## src/rtl/lrs_pkg.sv

```systemverilog
package lrs_pkg;

    localparam int PID_W = 3;
    typedef logic [PID_W-1:0] pid_t;

    typedef enum logic [4:0] {
        S_IDLE,
        S_PLL_WAIT,
        S_ENG_RST,
        S_ENG_REL,
        S_TXR_WAIT,
        S_RXR_WAIT,
        S_CFG_RDY,
        S_CFG_REQ,
        S_CFG_DONE,
        S_APPLY,
        S_TXRDY_WAIT,
        S_RXRDY_WAIT,
        S_PCS_WAIT,
        S_LAT_LOAD,
        S_LAT_START,
        S_HF_WAIT,
        S_RT_WAIT,
        S_MV_WAIT,
        S_DONE
    } seq_state_t;

endpackage

```

## src/rtl/lrs_profile_table.sv

```systemverilog
module lrs_profile_table
    import lrs_pkg::*;
#(
    parameter int N_PROF = 5,
    parameter int IDX_W = 3,
    parameter logic [N_PROF*PID_W-1:0] SEQ = '0,
    parameter int FEC_ID = 0,
    parameter int PCS_MAX_ID = 1
) (
    input  logic [IDX_W-1:0] idx_i,
    output pid_t             prof_id_o,
    output logic             prof_fec_o,
    output logic             prof_pcs_o,
    output logic             last_o
);

    pid_t ids [N_PROF];

    for (genvar g = 0; g < N_PROF; g++) begin : g_entry
        assign ids[g] = SEQ[g*PID_W +: PID_W];
    end

    assign prof_id_o  = ids[idx_i];
    assign prof_fec_o = (prof_id_o == PID_W'(FEC_ID));
    assign prof_pcs_o = (prof_id_o <= PID_W'(PCS_MAX_ID));
    assign last_o     = (idx_i == IDX_W'(N_PROF - 1));

endmodule

```

## src/rtl/lrs_wait_timer.sv

```systemverilog
module lrs_wait_timer #(
    parameter int TO_W = 16
) (
    input  logic            clk,
    input  logic            rst_n,
    input  logic            clr_i,
    input  logic            en_i,
    input  logic [TO_W-1:0] limit_i,
    output logic            expired_o
);

    logic [TO_W-1:0] cnt_q;

    always_ff @(posedge clk or negedge rst_n) begin
        if (!rst_n) begin
            cnt_q <= '0;
        end else if (clr_i) begin
            cnt_q <= '0;
        end else if (en_i && (cnt_q != '1)) begin
            cnt_q <= cnt_q + 1'b1;
        end
    end

    assign expired_o = en_i && (cnt_q >= limit_i);

endmodule

```

## src/rtl/lrs_fsm.sv

```systemverilog
module lrs_fsm
    import lrs_pkg::*;
#(
    parameter int IDX_W = 3,
    parameter int PWRUP_ID = 0,
    parameter int FEC_ID = 0
) (
    input  logic             clk,
    input  logic             rst_n,
    input  logic             start_i,
    input  logic             pll_lock_i,
    input  logic             eng_ready_i,
    input  logic             eng_ack_i,
    input  logic             eng_done_i,
    input  logic             tx_rst_ack_i,
    input  logic             rx_rst_ack_i,
    input  logic             tx_ready_i,
    input  logic             rx_ready_i,
    input  logic             rx_pcs_ready_i,
    input  logic             hf_sync_i,
    input  logic             rt_done_i,
    input  logic             meas_valid_i,
    input  logic             chk_pass_i,
    input  pid_t             prof_id_i,
    input  logic             prof_fec_i,
    input  logic             prof_pcs_i,
    input  logic             last_i,
    input  logic             tmo_i,
    output logic [IDX_W-1:0] idx_o,
    output logic             tmr_clr_o,
    output logic             tmr_en_o,
    output logic             eng_rst_o,
    output logic             eng_req_o,
    output logic             tx_rst_o,
    output logic             rx_rst_o,
    output logic             lat_load_o,
    output logic             lat_start_o,
    output pid_t             cur_prof_o,
    output logic             fec_en_o,
    output logic             busy_o,
    output logic             done_o,
    output logic             pass_o,
    output logic             err_o
);

    seq_state_t st, nxt, tgt;
    logic       cond, is_wait, tmo_hit, advance;
    logic [IDX_W-1:0] idx_q;
    pid_t       cur_q;
    logic       fec_q, err_q;

    // transition condition and target of each state
    always_comb begin
        cond    = 1'b1;
        tgt     = st;
        is_wait = 1'b0;
        unique case (st)
            S_IDLE, S_DONE: begin
                cond = start_i;
                tgt  = S_PLL_WAIT;
            end
            S_PLL_WAIT: begin
                is_wait = 1'b1;
                cond    = pll_lock_i;
                tgt     = S_ENG_RST;
            end
            S_ENG_RST:  tgt = S_ENG_REL;
            S_ENG_REL:  tgt = S_TXR_WAIT;
            S_TXR_WAIT: begin
                is_wait = 1'b1;
                cond    = tx_rst_ack_i;
                tgt     = S_RXR_WAIT;
            end
            S_RXR_WAIT: begin
                is_wait = 1'b1;
                cond    = rx_rst_ack_i;
                tgt     = S_CFG_RDY;
            end
            S_CFG_RDY: begin
                is_wait = 1'b1;
                cond    = eng_ready_i;
                tgt     = S_CFG_REQ;
            end
            S_CFG_REQ: begin
                is_wait = 1'b1;
                cond    = eng_ack_i;
                tgt     = S_CFG_DONE;
            end
            S_CFG_DONE: begin
                is_wait = 1'b1;
                cond    = eng_done_i;
                tgt     = S_APPLY;
            end
            S_APPLY:    tgt = S_TXRDY_WAIT;
            S_TXRDY_WAIT: begin
                is_wait = 1'b1;
                cond    = tx_ready_i;
                tgt     = S_RXRDY_WAIT;
            end
            S_RXRDY_WAIT: begin
                is_wait = 1'b1;
                cond    = rx_ready_i;
                if (prof_pcs_i)      tgt = S_PCS_WAIT;
                else if (prof_fec_i) tgt = S_LAT_LOAD;
                else                 tgt = S_LAT_START;
            end
            S_PCS_WAIT: begin
                is_wait = 1'b1;
                cond    = rx_pcs_ready_i;
                tgt     = prof_fec_i ? S_LAT_LOAD : S_LAT_START;
            end
            S_LAT_LOAD:  tgt = S_LAT_START;
            S_LAT_START: tgt = S_HF_WAIT;
            S_HF_WAIT: begin
                is_wait = 1'b1;
                cond    = hf_sync_i;
                tgt     = S_RT_WAIT;
            end
            S_RT_WAIT: begin
                is_wait = 1'b1;
                cond    = rt_done_i;
                tgt     = S_MV_WAIT;
            end
            S_MV_WAIT: begin
                is_wait = 1'b1;
                cond    = meas_valid_i;
                tgt     = last_i ? S_DONE : S_TXR_WAIT;
            end
            default: tgt = S_IDLE;
        endcase
    end

    assign tmo_hit = is_wait && !cond && tmo_i;
    assign advance = (st == S_MV_WAIT) && meas_valid_i;

    always_comb begin
        if (cond)         nxt = tgt;
        else if (tmo_hit) nxt = S_DONE;
        else              nxt = st;
    end

    // state register
    always_ff @(posedge clk or negedge rst_n) begin
        if (!rst_n) st <= S_IDLE;
        else        st <= nxt;
    end

    // profile index, applied settings and sticky error
    always_ff @(posedge clk or negedge rst_n) begin
        if (!rst_n) begin
            idx_q <= '0;
            err_q <= 1'b0;
            cur_q <= PID_W'(PWRUP_ID);
            fec_q <= (PWRUP_ID == FEC_ID);
        end else begin
            if ((st == S_IDLE || st == S_DONE) && start_i) begin
                idx_q <= '0;
                err_q <= 1'b0;
            end
            if (tmo_hit) err_q <= 1'b1;
            if (st == S_APPLY) begin
                cur_q <= prof_id_i;
                fec_q <= prof_fec_i;
            end
            if (advance) begin
                if (!chk_pass_i) err_q <= 1'b1;
                if (!last_i)     idx_q <= idx_q + 1'b1;
            end
        end
    end

    // output decode
    always_comb begin
        eng_rst_o   = (st == S_ENG_RST);
        eng_req_o   = (st == S_CFG_REQ);
        lat_load_o  = (st == S_LAT_LOAD);
        lat_start_o = (st == S_LAT_START);
        busy_o      = (st != S_IDLE) && (st != S_DONE);
        done_o      = (st == S_DONE);
        tx_rst_o    = 1'b0;
        rx_rst_o    = 1'b0;
        unique case (st)
            S_TXR_WAIT:                 tx_rst_o = 1'b1;
            S_RXR_WAIT, S_CFG_RDY,
            S_CFG_REQ, S_CFG_DONE: begin
                tx_rst_o = 1'b1;
                rx_rst_o = 1'b1;
            end
            S_APPLY, S_TXRDY_WAIT:      rx_rst_o = 1'b1;
            default: ;
        endcase
    end

    assign pass_o     = done_o && !err_q;
    assign err_o      = err_q;
    assign idx_o      = idx_q;
    assign cur_prof_o = cur_q;
    assign fec_en_o   = fec_q;
    assign tmr_clr_o  = (nxt != st);
    assign tmr_en_o   = is_wait;

endmodule

```

## src/rtl/link_reconfig_seq.sv

```systemverilog
module link_reconfig_seq
    import lrs_pkg::*;
#(
    parameter int N_PROF = 5,
    parameter logic [N_PROF*PID_W-1:0] SEQ = {3'd0, 3'd4, 3'd3, 3'd2, 3'd1},
    parameter int PWRUP_ID = 0,
    parameter int FEC_ID = 0,
    parameter int PCS_MAX_ID = 1,
    parameter int TO_W = 16,
    parameter int WA_W = 16,
    parameter logic [WA_W-1:0] WA_VALUE = 16'h0123
) (
    input  logic            clk,
    input  logic            rst_n,
    input  logic            start_i,
    input  logic [TO_W-1:0] tmo_limit_i,
    input  logic            pll_lock_i,
    output logic            eng_rst_o,
    input  logic            eng_ready_i,
    output logic            eng_req_o,
    output logic [PID_W-1:0] eng_prof_o,
    input  logic            eng_ack_i,
    input  logic            eng_done_i,
    output logic            tx_rst_o,
    input  logic            tx_rst_ack_i,
    output logic            rx_rst_o,
    input  logic            rx_rst_ack_i,
    input  logic            tx_ready_i,
    input  logic            rx_ready_i,
    input  logic            rx_pcs_ready_i,
    output logic            lat_load_o,
    output logic [WA_W-1:0] lat_wa_o,
    output logic            lat_start_o,
    input  logic            hf_sync_i,
    input  logic            rt_done_i,
    input  logic            meas_valid_i,
    input  logic            chk_pass_i,
    output logic [PID_W-1:0] cur_prof_o,
    output logic            fec_en_o,
    output logic            busy_o,
    output logic            done_o,
    output logic            pass_o,
    output logic            err_o
);

    localparam int IDX_W = (N_PROF > 1) ? $clog2(N_PROF) : 1;

    logic [IDX_W-1:0] idx;
    pid_t             prof_id;
    logic             prof_fec, prof_pcs, last;
    logic             tmr_clr, tmr_en, tmo;

    lrs_profile_table #(
        .N_PROF(N_PROF), .IDX_W(IDX_W), .SEQ(SEQ),
        .FEC_ID(FEC_ID), .PCS_MAX_ID(PCS_MAX_ID)
    ) u_table (
        .idx_i(idx), .prof_id_o(prof_id), .prof_fec_o(prof_fec),
        .prof_pcs_o(prof_pcs), .last_o(last)
    );

    lrs_wait_timer #(.TO_W(TO_W)) u_timer (
        .clk(clk), .rst_n(rst_n), .clr_i(tmr_clr), .en_i(tmr_en),
        .limit_i(tmo_limit_i), .expired_o(tmo)
    );

    lrs_fsm #(.IDX_W(IDX_W), .PWRUP_ID(PWRUP_ID), .FEC_ID(FEC_ID)) u_fsm (
        .clk(clk), .rst_n(rst_n), .start_i(start_i),
        .pll_lock_i(pll_lock_i), .eng_ready_i(eng_ready_i),
        .eng_ack_i(eng_ack_i), .eng_done_i(eng_done_i),
        .tx_rst_ack_i(tx_rst_ack_i), .rx_rst_ack_i(rx_rst_ack_i),
        .tx_ready_i(tx_ready_i), .rx_ready_i(rx_ready_i),
        .rx_pcs_ready_i(rx_pcs_ready_i), .hf_sync_i(hf_sync_i),
        .rt_done_i(rt_done_i), .meas_valid_i(meas_valid_i),
        .chk_pass_i(chk_pass_i), .prof_id_i(prof_id),
        .prof_fec_i(prof_fec), .prof_pcs_i(prof_pcs), .last_i(last),
        .tmo_i(tmo), .idx_o(idx), .tmr_clr_o(tmr_clr), .tmr_en_o(tmr_en),
        .eng_rst_o(eng_rst_o), .eng_req_o(eng_req_o),
        .tx_rst_o(tx_rst_o), .rx_rst_o(rx_rst_o),
        .lat_load_o(lat_load_o), .lat_start_o(lat_start_o),
        .cur_prof_o(cur_prof_o), .fec_en_o(fec_en_o),
        .busy_o(busy_o), .done_o(done_o), .pass_o(pass_o), .err_o(err_o)
    );

    assign eng_prof_o = prof_id;
    assign lat_wa_o   = WA_VALUE;

endmodule

```

## config.mk

```make
export PLATFORM = sky130hd
export DESIGN_NAME = link_reconfig_seq
export DESIGN_NICKNAME = d
export VERILOG_FILES = /design/src/rtl/lrs_pkg.sv /design/src/rtl/lrs_profile_table.sv /design/src/rtl/lrs_wait_timer.sv /design/src/rtl/lrs_fsm.sv /design/src/rtl/link_reconfig_seq.sv
export SDC_FILE = /design/constraint.sdc
export NUM_CORES = 1
export LEC_CHECK = 0
export ABC_CLOCK_PERIOD_IN_PS = 2700
export BUFFER_PORTS_ARGS = -buffer_cell sky130_fd_sc_hd__clkbuf_2
export CELL_PAD_IN_SITES_DETAIL_PLACEMENT = 0
export CELL_PAD_IN_SITES_GLOBAL_PLACEMENT = 1
export CORE_ASPECT_RATIO = 2
export CORE_UTILIZATION = 35
export DETAILED_ROUTE_END_ITERATION = 10
export PLACE_DENSITY = 0.74
export SYNTH_ARGS = -nofsm -noshare
export SYNTH_HDL_FRONTEND = slang
export SYNTH_SLANG_ARGS = --single-unit
```

## constraint.sdc

```tcl
create_clock -name clk -period 2.7 [get_ports clk]
set_input_delay 0.405 -clock clk [delete_from_list [all_inputs] [get_ports clk]]
set_output_delay 0.405 -clock clk [all_outputs]
set_load 0.005 [all_outputs]
```

Word level (Yosys, flattened, before mapping)
Memories as Yosys holds them, arrays and structs flattened.
Cells that the tools add are included.
{"block": "word_totals", "register_bits": 29, "rom_bits": 24, "inputBits": 32, "word_cells": 75, "n_memories": 1}
{"name": "(no name shown)", "words": 8, "word_bits": 3, "rd": 1, "rd_ports_with_merged_regs": 0, "wr": 0, "line": "lrs_profile_table.sv:23", "source": "assign prof_id_o = ids[idx_i];"}
{"block": "op_classes", "n_addsub": 2, "n_lt_le_gt_ge": 3, "n_eq_ne": 22, "n_mux": 21, "bitwise": 1, "n_reduce_logical": 19}
{"cell": "one-hot mux 5 bit (18 select lines)", "n": 1}
{"cell": "equality test 5 x 4 -> 1 bit (second input constant)", "n": 8}
{"cell": "two-way mux 16 bit", "n": 2}
{"cell": "equality test 5 x 3 -> 1 bit (second input constant)", "n": 4}
{"cell": "two-way mux 5 bit", "n": 4}
{"cell": "adder 16 x 1 -> 16 bit (second input constant)", "n": 1}
{"cell": ">= comparator 16 bit", "n": 1}
{"cell": "inequality test 16 bit (second input constant)", "n": 1}
{"cell": "equality test 5 bit (second input constant)", "n": 3}
{"cell": "two-way mux 3 bit", "n": 5}
{"cell": "one-hot mux 1 bit (13 select lines)", "n": 1}
{"cell": "OR reduction 12 bit", "n": 1}
{"cell": "equality test 5 x 2 -> 1 bit (second input constant)", "n": 2}
{"cell": "logical AND 1 bit", "n": 8}
{"cell": "two-way mux 1 bit", "n": 7}
{"cell": "OR reduction 6 bit", "n": 1}
{"cell": "equality test 5 x 1 -> 1 bit (second input constant)", "n": 1}
{"cell": "logical NOT 5 bit", "n": 1}
{"cell": "inequality test 5 bit", "n": 1}
{"cell": "inequality test 5 bit (second input constant)", "n": 1}
{"cell": "nonzero test 5 bit", "n": 1}
{"cell": "OR reduction 5 bit", "n": 1}
{"cell": ">= comparator 4 bit (second input constant)", "n": 1}
{"cell": "NOT 3 -> 4 bit", "n": 1}
{"cell": "9 further kinds", "n": 10}

Depth between registers and ports, before layout
Gate-level depths: netlist of run 1.
{"block": "logic_depth", "depth_word": 11, "depth_mapped": 11, "mapped_depth_nobuf": 8}

By module
Synthesis of run 1 repeated with hierarchy kept, for this count alone.
{"block": "unflattened", "hier_cells": 315, "hier_area_um2": 2660.1}
{"module": "lrs_wait_timer", "instances": 1, "cells_per_inst": 149, "area_each_um2": 1341.3, "seq_area_each_um2": 400.4}
{"module": "lrs_fsm", "instances": 1, "cells_per_inst": 137, "area_each_um2": 1118.6, "seq_area_each_um2": 326.6}
{"module": "link_reconfig_seq", "instances": 1, "cells_per_inst": 18, "area_each_um2": 127.6, "seq_area_each_um2": 0.0}
{"module": "lrs_profile_table", "instances": 1, "cells_per_inst": 11, "area_each_um2": 72.6, "seq_area_each_um2": 0.0}

Worst setup path before layout of run 1
Ideal clock, no wire load.
{"block": "synth_timing", "kind": "input to register", "from": "input port tmo_limit_i[14]", "to": "register u_timer.cnt_q[8]", "setup_time_ns": 0.119, "arrival_ns": 2.460, "slack_ns": 0.121, "path_stages": 10, "path_cell_list": "inv_1 -> ha_1 -> nand4_1 -> or4_1 -> or4_1 -> a31oi_1 -> or2_1 -> buf_6 -> buf_6 -> nor2_1"}
{"block": "synth_via", "elab_chain_cells": 7}
{"element": "start, declared", "line": "link_reconfig_seq.sv:16", "source": "input logic [TO_W-1:0] tmo_limit_i,"}
{"element": ">= comparator 16 bit *", "line": "lrs_wait_timer.sv:24", "source": "assign expired_o = en_i && (cnt_q >= limit_i);"}
{"element": "logical AND 1 bit *", "line": "lrs_wait_timer.sv:24"}
{"element": "logical AND 1 bit *", "line": "lrs_fsm.sv:133", "source": "assign tmo_hit = is_wait && !cond && tmo_i;"}
{"element": "two-way mux 5 bit *", "line": "lrs_fsm.sv:138", "source": "else if (tmo_hit) nxt = S_DONE;"}
{"element": "two-way mux 5 bit *", "line": "lrs_fsm.sv:137", "source": "if (cond) nxt = tgt;"}
{"element": "inequality test 5 bit *", "line": "lrs_fsm.sv:199", "source": "assign tmr_clr_o = (nxt != st);"}
{"element": "two-way mux 16 bit or nonzero test 2 bit (tied branches)"}
{"element": "end signal, assigned", "line": "lrs_wait_timer.sv:20", "source": "cnt_q <= cnt_q + 1'b1;"}
{"element": "end, declared", "line": "lrs_wait_timer.sv:12", "source": "logic [TO_W-1:0] cnt_q;"}
Every way passes the cells marked *; elsewhere a longest branch is shown, timed or not.
A chain may end at the register's enable or synchronous reset.

Final worst setup path of run 1
{"block": "layout_timing", "from": "register u_timer.cnt_q[15]", "to": "register u_fsm.st[3]"}
{"block": "layout_via", "elab_chain_cells": 5}
{"element": ">= comparator 16 bit", "line": "lrs_wait_timer.sv:24"}
{"element": "logical AND 1 bit", "line": "lrs_wait_timer.sv:24"}
{"element": "logical AND 1 bit", "line": "lrs_fsm.sv:133"}
{"element": "two-way mux 5 bit", "line": "lrs_fsm.sv:138"}
{"element": "two-way mux 5 bit", "line": "lrs_fsm.sv:137"}
{"element": "via u_fsm.nxt[3]", "line": "lrs_fsm.sv:46", "source": "seq_state_t st, nxt, tgt;"}
{"element": "end signal, assigned", "line": "lrs_fsm.sv:145", "source": "else st <= nxt;"}
{"element": "end, declared", "line": "lrs_fsm.sv:46"}
The timed path passes the listed nets, and every way through them passes these cells.

==> impl_metrics.csv, run 1 <==
group,metric,value,unit
grt,antenna_found_initial,0,
clocking,postCtsHoldBufs,0,
setup_path,slowest_stage,"or4_1",
detailed_routing,route.vias.total,2370,
grt,grt_pass1_wl,10500,µm
synth,ys_top_cells_by_count,"34 x nor2_1, 28 x dfrtp_1, 27 x inv_1, 23 x nand2_1, 20 x ha_1",
final_layout,fin_area,0.003062,mm²
timing,tightest_slew,783.4,ps
clocking,htreeDepth,2,
die,coreArea,0.006940,mm²
clocking,clk_pin_slew,50,ps
grt,grt_start_max_net_pins,30,
synth,synth-edff-count,0,
synth,synth.distinct_cells,54,
synth,ys.flop_type,"dfrtp_1",
clocking,clk_latency,280,ps
timing,period_needed,2593,ps
detailed_routing,drtIter0Drc,129,
placed_design,dp_cells,454,
timing,max_freq,385.6,MHz
synth,seq_area_frac_synth,0.2909,
timing,finalCritPeriodShare,0.9604,
timing,setup_viol,0,
final_layout,instances_no_fill,463,
placed_design,place.gp.congestion,0.8216,
synth,synthCells,310,
final_layout,antenna_cells,0,
synth,synth_top_area_frac,0.2804,
power,p_leak,0.001493,µW
synth,synth.most_common_cell,"nor2_1",
clocking,cts_tree,"done",
setup_path,cp-start-kind,"flip-flop",
detailed_routing,first_pass_iters,4,
detailed_routing,viasPerCell,5.119,
synth,syn_area_per_cell,8.060,µm²
setup_path,critPathRequiredTime,2870,ps
final_layout,syn_to_final_growth,22.53,%
setup_path,cpMostUsedCell,"or4_1",
setup_path,crit_type,"reg2reg",
grt,grtUsageTotal,0.1929,
synth,yosys_warnings,0,
placed_design,place_area,0.002875,mm²
power,power.density,906.7,mW/mm²
die,die_x,61.75,µm
setup_path,path_buf_inv,1,
placed_design,place_hpwl,5127,µm
grt,grt-ovfl-total,0,
timing,hold_violations,0,
clocking,cts_root_buf,"clkbuf_16",
synth,netlist_area,0.002499,mm²
clocking,numCtsBuffers,5,
final_layout,layout.nets,424,
timing,slew_viol_final,0,
hold_path,hold_class,"in2async",
setup_path,end_kind,"flip-flop",
setup_path,cp_top_family,"simple AND/OR/NAND/NOR gates",
die,start_util,0.3600,
power,peakVddDrop,0.3614,mV
grt,grt_pass1_vias,2227,
timing,rsz0062_at_grt,"no",
detailed_routing,drc_errors,0,
detailed_routing,ant_nets,0,
run,cap_violations,0,
die,num_io_pins,65,
setup_path,cp.arrival,2760,ps
clocking,clock_path_buffers,2,
setup_path,max_stage_delay,550,ps
synth,synthTopCellsByArea,"dfrtp_1 28%, ha_1 10%, buf_4 5.4%",
final_layout,drive_gt1_frac,0.2440,
detailed_routing,wl_per_cell,14.25,µm
timing,finalSetupTns,0,ps
die,die_y,121.5,µm
run_status,status,"completed",
die,fp.dieArea,0.007501,mm²
synth,synth-seq-cells,29,
timing,slew_headroom,0.4777,
placed_design,io_buffers,48,
synth,ys_async_sr_fraction,1.000,
timing,skew,3.323,ps
clocking,cts_sinks,29,
die,rows,43,
setup_path,cp_max_fo,4,
detailed_routing,drt-total-wl,6597,µm
setup_path,crit_chain,"ha_1 -> nand4_1 -> or4_1 -> or4_1 -> a31oi_2 -> buf_4 -> mux2i_1 -> a21o_1",
synth,yosysTopAreaCell,"dfrtp_1",
## through the flow
| step | setup slack [ps] | hold slack (ps) | total power [µW] | util |
|---|---|---|---|---|
| 5_1_grt | 4.884 | 235.3 | 3019 | 0.4411 |
| 2_1_floorplan | 120.9 | 109.4 | 1721 | - |
| 4_1_cts | 69.59 | 214.6 | 2780 | 0.4370 |
| 3_3_place_gp | 99.81 | 490.4 | 2169 | 0.4143 |
| 6_report | 106.9 | 191.6 | 2776 | 0.4411 |
| 3_5_place_dp | -34.95 | 499.6 | 2170 | 0.4143 |
## path summary, 6_finish.rpt
kind / start / end / slack [ps] / cells past startpoint
setup / recovery: u_timer.cnt_q[15]$_DFFE_PN0P_ / u_fsm.st[3]$_DFF_PN0_ / 110 / 8
hold / removal: rst_n / u_fsm.st[3]$_DFF_PN0_ / 190 / 1
setup reg to reg: u_timer.cnt_q[15]$_DFFE_PN0P_ / u_fsm.st[3]$_DFF_PN0_ / 110 / 8
hold reg to reg: u_fsm.cur_prof_o[1]$_DFFE_PN0P_ / u_fsm.cur_prof_o[1]$_DFFE_PN0P_ / 510 / 1
max in group asynchronous: rst_n / u_fsm.cur_prof_o[1]$_DFFE_PN0P_ / 2000 / 1
min in group clk: chk_pass_i / u_fsm.err_o$_DFF_PN0_ / 460 / 3
## area by class of cell
cell class,count,area (µm²)
fillers,705,3879
multi-input cells,238,1538
flip-flops and latches,29,726.9
repair buffers,71,425.4
clock buffers,7,152.6
well taps,90,112.6
inverters,27,101.3
clock inverters,1,5.005
## flip-flops by register name, indices dropped and copies added, names as in the netlist
signal	cells
u_fsm.st	5
u_fsm.fec_en_o	1
u_fsm.err_o	1
u_fsm.cur_prof_o	3
u_timer.cnt_q	16
u_fsm.idx_o	3
## routing by layer
metal	part of all wire	global-route usage	up-vias
met2	0.55	0.3522	89
met4	0.042	0.1097	0
met5	0	0	-
met1	0.37	0.1914	1094
li1	-	-	1167
met3	0.038	0.03092	20
## kinds of logic (layout without fill, tap and decap cells)
kind of cell | Yosys count | count (layout) | synth area share
and+or+nand+nor | 129 | 129 | 0.2679
buffers and inverters | 57 | 106 | 0.1232
AOI/OAI and AO/OA | 51 | 51 | 0.1322
DFF | 29 | 29 | 0.2909
adders and majority gates | 20 | 20 | 0.1002
xor gates and xnor gates | 16 | 16 | 0.05609
muxes | 6 | 6 | 0.02654
other | 2 | 16 | 0.003006
## power by group
part | switching, µW | total [µW] | leakage [µW] | internal, µW
Sequential | 139 | 668 | 0.000391 | 529
Combinational | 848 | 1520 | 0.00102 | 669
Clock | 201 | 591 | 0.0000799 | 390
## cells in the final DEF (no fill, tap or decap), drive strengths merged, types with 3 or more instances in the layout
cell / n
clkbuf: 55
nor2: 35
dfrtp: 28
inv: 27
nand2: 23
buf: 23
ha: 20
conb: 16
o21ai: 15
nand3: 15
xnor2: 15
a21oi: 12
nand4: 9
nor2b: 9
nor3: 8
nor4: 6
and3: 5
nand2b: 5
mux2: 5
a22oi: 4
or4: 3
## timing repair
| action | in CTS | in global routing |
|---|---|---|
| gates resized for setup | 0 | 3 |
| setup buffers | 0 | 1 |
| setup endpoints to repair | 0 | 18 |
No activity file was read; power rests on OpenSTA's default activity.
==> run 2: changes to the inputs <==
- CORE_MARGIN: not set -> 1.5
- GPL_TIMING_DRIVEN: not set -> 1
==> impl_metrics.csv, run 2 (synthesized netlist as in run 1, its figures left out) <==
group,metric,value,unit
placed_design,place.gp.congestion,0.8178,
hold_path,hold_class,"in2async",
clocking,clk_pin_slew,50,ps
setup_path,crit_type,"reg2reg",
power,power,2792,µW
grt,grtUsageTotal,0.1790,
final_layout,syn_to_final_growth,22.08,%
detailed_routing,drtIter0Drc,154,
die,die_y,122.5,µm
timing,setup_viol,0,
power,p_leak,0.001500,µW
power,p_clk_frac,0.208,
timing,period_needed,2588,ps
final_layout,largest_reg_flops,16,
final_layout,final_cell_mix,"48 x clkbuf_2, 34 x nor2_1, 28 x dfrtp_1",
setup_path,critPathRequiredTime,2860,ps
placed_design,dp_cells,456,
grt,grt_start_max_net_pins,30,
power,power_frac_comb,0.553,
clocking,htreeDepth,2,
placed_design,place_area,0.002890,mm²
final_layout,reg_top3,"u_timer.cnt_q (16), u_fsm.st (5)",
placed_design,place_hpwl,5286,µm
final_layout,mostFrequentLayoutCell,"clkbuf_2",
clocking,clk_latency,270,ps
setup_path,cp_max_fo,4,
grt,grt_pass1_vias,2358,
detailed_routing,drt-total-wl,6480,µm
timing,slew_viol_final,0,
final_layout,instances_no_fill,464,
power,power.density,915.3,mW/mm²
detailed_routing,drc_errors,0,
final_layout,regMostFlops,"u_timer.cnt_q",
final_layout,fin_area,0.003050,mm²
timing,tightest_slew,751.1,ps
power,peakVddDrop,0.2782,mV
clocking,postCtsHoldBufs,0,
final_layout,layout.nets,425,
grt,grt_pass1_wl,10850,µm
detailed_routing,first_pass_iters,4,
detailed_routing,route.vias.total,2335,
die,rows,43,
power,p_int,1595,µW
run_status,status,"completed",
die,start_util,0.3600,
timing,finalCritPeriodShare,0.9584,
clocking,cts_sinks,29,
clocking,numCtsBuffers,5,
setup_path,cp.arrival,2750,ps
timing,slew_headroom,0.4993,
detailed_routing,ant_nets,0,
timing,max_freq,386.4,MHz
final_layout,drive_gt1_frac,0.2406,
placed_design,io_buffers,48,
die,num_io_pins,65,
detailed_routing,viasPerCell,5.032,
die,die_x,62.75,µm
run,cap_violations,0,
detailed_routing,wl_per_cell,13.97,µm
die,coreArea,0.006940,mm²
clocking,cts_tree,"done",
power,p_sw,1197,µW
setup_path,end_kind,"flip-flop",
clocking,clock_path_buffers,2,
final_layout,antenna_cells,0,
grt,antenna_found_initial,0,
final_layout,fill_cells,729,
clocking,cts_root_buf,"clkbuf_16",
grt,grt-ovfl-total,0,
setup_path,cp-start-kind,"flip-flop",
timing,finalSetupTns,0,ps
timing,hold_violations,0,
die,fp.dieArea,0.007686,mm²
power,seqPwrFrac,0.239,
timing,skew,4.122,ps
power,sw_frac_of_total,0.4287,
## run 2: cell count changes in the layout (fill, tap and decap cells not counted), sizes merged
cell  before  now
buf       23   24
## run 2: layer usage
metal  vias up  track usage  wire length (µm)
li1       1169            -                 -
met1      1073       0.1867              2412
met2        76       0.3468              3602
met3        17      0.01100               198
met4         0       0.1042               267
met5         -            0                 0
## run 2: stage by stage
stage | setup WS (ps) | utilization | hold WS, ps
finish | 112.2 | 0.4395 | 193.5
global route | -14.34 | 0.4395 | 251.7
CTS | 124.9 | 0.4392 | 217.5
detailed placement | 10.73 | 0.4164 | 502.6
global placement | 95.44 | 0.4164 | 493.7
floorplan | 120.9 | - | 109.4
## run 2: critical path: stages (launching register included)
cell,delay [ps]
dfrtp_1,390
ha_1,320
nand4_1,130
or4_1,520
or4_1,400
a31oi_1,260
buf_4,190
mux2i_1,80
a21o_1,180
## run 2: final cells by class
| class | count | area, µm² | share of cell area |
|---|---|---|---|
| Timing Repair Buffer | 72 | 432.9 | 0.1419 |
| Sequential cell | 29 | 726.9 | 0.2383 |
| Clock buffer | 7 | 152.6 | 0.05004 |
| Tap cell | 90 | 112.6 | 0.03692 |
| Clock inverter | 1 | 5.005 | 0.001641 |
| Inverter | 27 | 101.3 | 0.03322 |
| Multi-Input combinational cell | 238 | 1519 | 0.4979 |
## run 2: final timing paths
check / startpoint / to / slack (ps) / cells past startpoint
min in group clk: chk_pass_i / u_fsm.err_o$_DFF_PN0_ / 480 / 3
min: rst_n / u_fsm.st[1]$_DFF_PN0_ / 190 / 1
min reg2reg: u_fsm.cur_prof_o[0]$_DFFE_PN0P_ / u_fsm.cur_prof_o[0]$_DFFE_PN0P_ / 530 / 1
max in group asynchronous: rst_n / u_fsm.idx_o[2]$_DFF_PN0_ / 2030 / 1
max reg2reg: u_timer.cnt_q[14]$_DFFE_PN0P_ / u_fsm.st[3]$_DFF_PN0_ / 110 / 8
max: u_timer.cnt_q[14]$_DFFE_PN0P_ / u_fsm.st[3]$_DFF_PN0_ / 110 / 8
## run 2: power by group through the flow
stage	combinational (µW)	clock [µW]	sequential (µW)
global placement	1520	0	668
detailed placement	1540	0	672
finish	1540	580	668
floorplan	1130	0	591
global route	1710	616	685
CTS	1550	593	666
## run 2: repair_timing
item	4_1_cts	5_1_grt
endpoints found under the setup margin	0	3
gates resized for setup	0	1
setup buffers	0	0
==> run 3: changes to the inputs <==
- RECOVER_POWER: not set -> 25
- SLEW_MARGIN: not set -> 30
==> impl_metrics.csv, run 3 (synthesized netlist as in run 1, its figures left out) <==
group,metric,value,unit
clocking,cts_sinks,29,
grt,grt_pass1_wl,10850,µm
final_layout,layout.nets,425,
final_layout,drive_gt1_frac,0.2380,
hold_path,hold_class,"in2reg",
timing,max_freq,386.4,MHz
timing,period_needed,2588,ps
setup_path,cpMostUsedCell,"or4_1",
final_layout,regMostFlops,"u_timer.cnt_q",
timing,finalCritPeriodShare,0.9584,
setup_path,slowest_stage,"or4_1",
detailed_routing,drc_errors,0,
power,power.density,915.6,mW/mm²
final_layout,fill_cells,730,
clocking,postCtsHoldBufs,0,
timing,tightest_slew,1610,ps
setup_path,cp-start-kind,"flip-flop",
timing,finalSetupTns,0,ps
timing,hold_slack,476.1,ps
final_layout,largest_reg_flops,16,
final_layout,final_cell_mix,"47 x clkbuf_2, 34 x nor2_1, 28 x dfrtp_1",
timing,setup_viol,0,
final_layout,reg_top3,"u_timer.cnt_q (16), u_fsm.st (5)",
detailed_routing,wl_per_cell,13.96,µm
detailed_routing,drtIter0Drc,154,
clocking,clock_path_buffers,2,
timing,slew_headroom,-0.07340,
final_layout,syn_to_final_growth,22.03,%
placed_design,place_hpwl,5286,µm
grt,gr-usage-met3,0.01100,
die,rows,43,
grt,grt-busiest-layer,"met2",
setup_path,crit_chain,"ha_1 -> nand4_1 -> or4_1 -> or4_1 -> a31oi_1 -> buf_4 -> mux2i_1 -> a21o_1",
clocking,numCtsBuffers,5,
power,power,2792,µW
setup_path,rr_worst_depth,8,
clocking,htreeDepth,2,
grt,antenna_found_initial,0,
hold_path,hold_end,"u_fsm.err_o$_DFF_PN0_",
power,p_leak,0.001497,µW
final_layout,instances_no_fill,464,
timing,fin_ws,112.2,ps
die,die_x,62.75,µm
run_status,status,"finished, violations left",
setup_path,cp_top_family,"simple AND/OR/NAND/NOR gates",
detailed_routing,route.vias.total,2335,
detailed_routing,first_pass_iters,4,
grt,grt_pass1_vias,2358,
setup_path,critPathRequiredTime,2860,ps
timing,slew_viol_final,30,
run,cap_violations,1,
power,peakVddDrop,0.2782,mV
setup_path,cp_max_fo,4,
setup_path,max_stage_delay,520,ps
clocking,cts_root_buf,"clkbuf_16",
clocking,clk_pin_slew,50,ps
die,coreArea,0.006940,mm²
grt,gr-usage-met1,0.1867,
setup_path,end_kind,"flip-flop",
die,num_io_pins,65,
setup_path,timing.rr.start,"u_timer.cnt_q[14]$_DFFE_PN0P_",
die,fp.dieArea,0.007686,mm²
die,die_y,122.5,µm
grt,grt-ovfl-total,0,
clocking,cts_setup_buffers,0,
placed_design,pre_cts_ws,10.73,ps
placed_design,dp_cells,456,
die,start_util,0.3600,
detailed_routing,ant_nets,0,
hold_path,min_from,"chk_pass_i",
run_status,violations,"capacitance limit, slew limit",
clocking,cts_tree,"done",
placed_design,io_buffers,48,
detailed_routing,drt-total-wl,6477,µm
timing,hold_violations,0,
final_layout,antenna_cells,0,
timing,skew,4.121,ps
setup_path,r2r_end,"u_fsm.st[3]$_DFF_PN0_",
detailed_routing,viasPerCell,5.032,
placed_design,place.gp.congestion,0.8178,
final_layout,mostFrequentLayoutCell,"clkbuf_2",
setup_path,path_buf_inv,1,
grt,grt_start_max_net_pins,30,
setup_path,crit_type,"reg2reg",
grt,grtUsageMet2,0.3468,
hold_path,hold_depth,3,
clocking,ctsResizeCount,0,
setup_path,cp.arrival,2750,ps
grt,grtUsageTotal,0.1790,
clocking,clk_latency,270,ps
setup_path,ff2ff_setup_slack,110,ps
==> run 3: cell counts in the layout (fill, tap and decap cells not counted) <==
Identical to the previous run, type by type.
==> run 3: how the worst max path moves through the flow <==
stage / from / endpoint / slack, ps / depth (start not counted)
floorplan: tmo_limit_i[14] / u_timer.cnt_q[8]$_DFFE_PN0P_ / 120 / 10
global placement: tmo_limit_i[14] / u_timer.cnt_q[12]$_DFFE_PN0P_ / 100 / 10
detailed placement: tmo_limit_i[14] / u_timer.cnt_q[1]$_DFFE_PN0P_ / 10 / 10
CTS: u_timer.cnt_q[15]$_DFFE_PN0P_ / u_timer.cnt_q[1]$_DFFE_PN0P_ / 120 / 8
global route: u_timer.cnt_q[14]$_DFFE_PN0P_ / u_fsm.st[3]$_DFF_PN0_ / -10 / 8
finish: u_timer.cnt_q[14]$_DFFE_PN0P_ / u_fsm.st[3]$_DFF_PN0_ / 110 / 8
==> run 3: worst register-to-register path: stages, from the launching register on <==
cell and delay [ps]:
dfrtp_1 390, ha_1 320, nand4_1 130, or4_1 520
or4_1 400, a31oi_1 260, buf_4 190, mux2i_1 80
a21o_1 180
==> run 3: power by group <==
| group | internal [µW] | total [µW] | switching, µW |
|---|---|---|---|
| sequential | 529 | 668 | 139 |
| clock | 389 | 580 | 190 |
| combinational | 677 | 1540 | 867 |
==> run 3: cell type report <==
cell class | instances | area (µm²) | share of cell area
Multi-Input combinational cell | 238 | 1519 | 0.4982
Sequential cell | 29 | 726.9 | 0.2384
Timing Repair Buffer | 72 | 431.7 | 0.1416
Clock buffer | 7 | 152.6 | 0.05006
Tap cell | 90 | 112.6 | 0.03693
Inverter | 27 | 101.3 | 0.03324
Clock inverter | 1 | 5.005 | 0.001641
==> run 3: routing by layer <==
metal | part of all wire | routed length [µm]
met2 | 0.56 | 3601
met1 | 0.37 | 2410
met4 | 0.041 | 267
met5 | 0 | 0
met3 | 0.031 | 198
==> run 3: through the flow <==
stage                     cell area, µm²    util
after floorplan                     2551       -
after global placement              2890  0.4164
after detailed placement            2890  0.4164
after CTS                           3048  0.4392
after global routing                3049  0.4393
final                               3049  0.4393
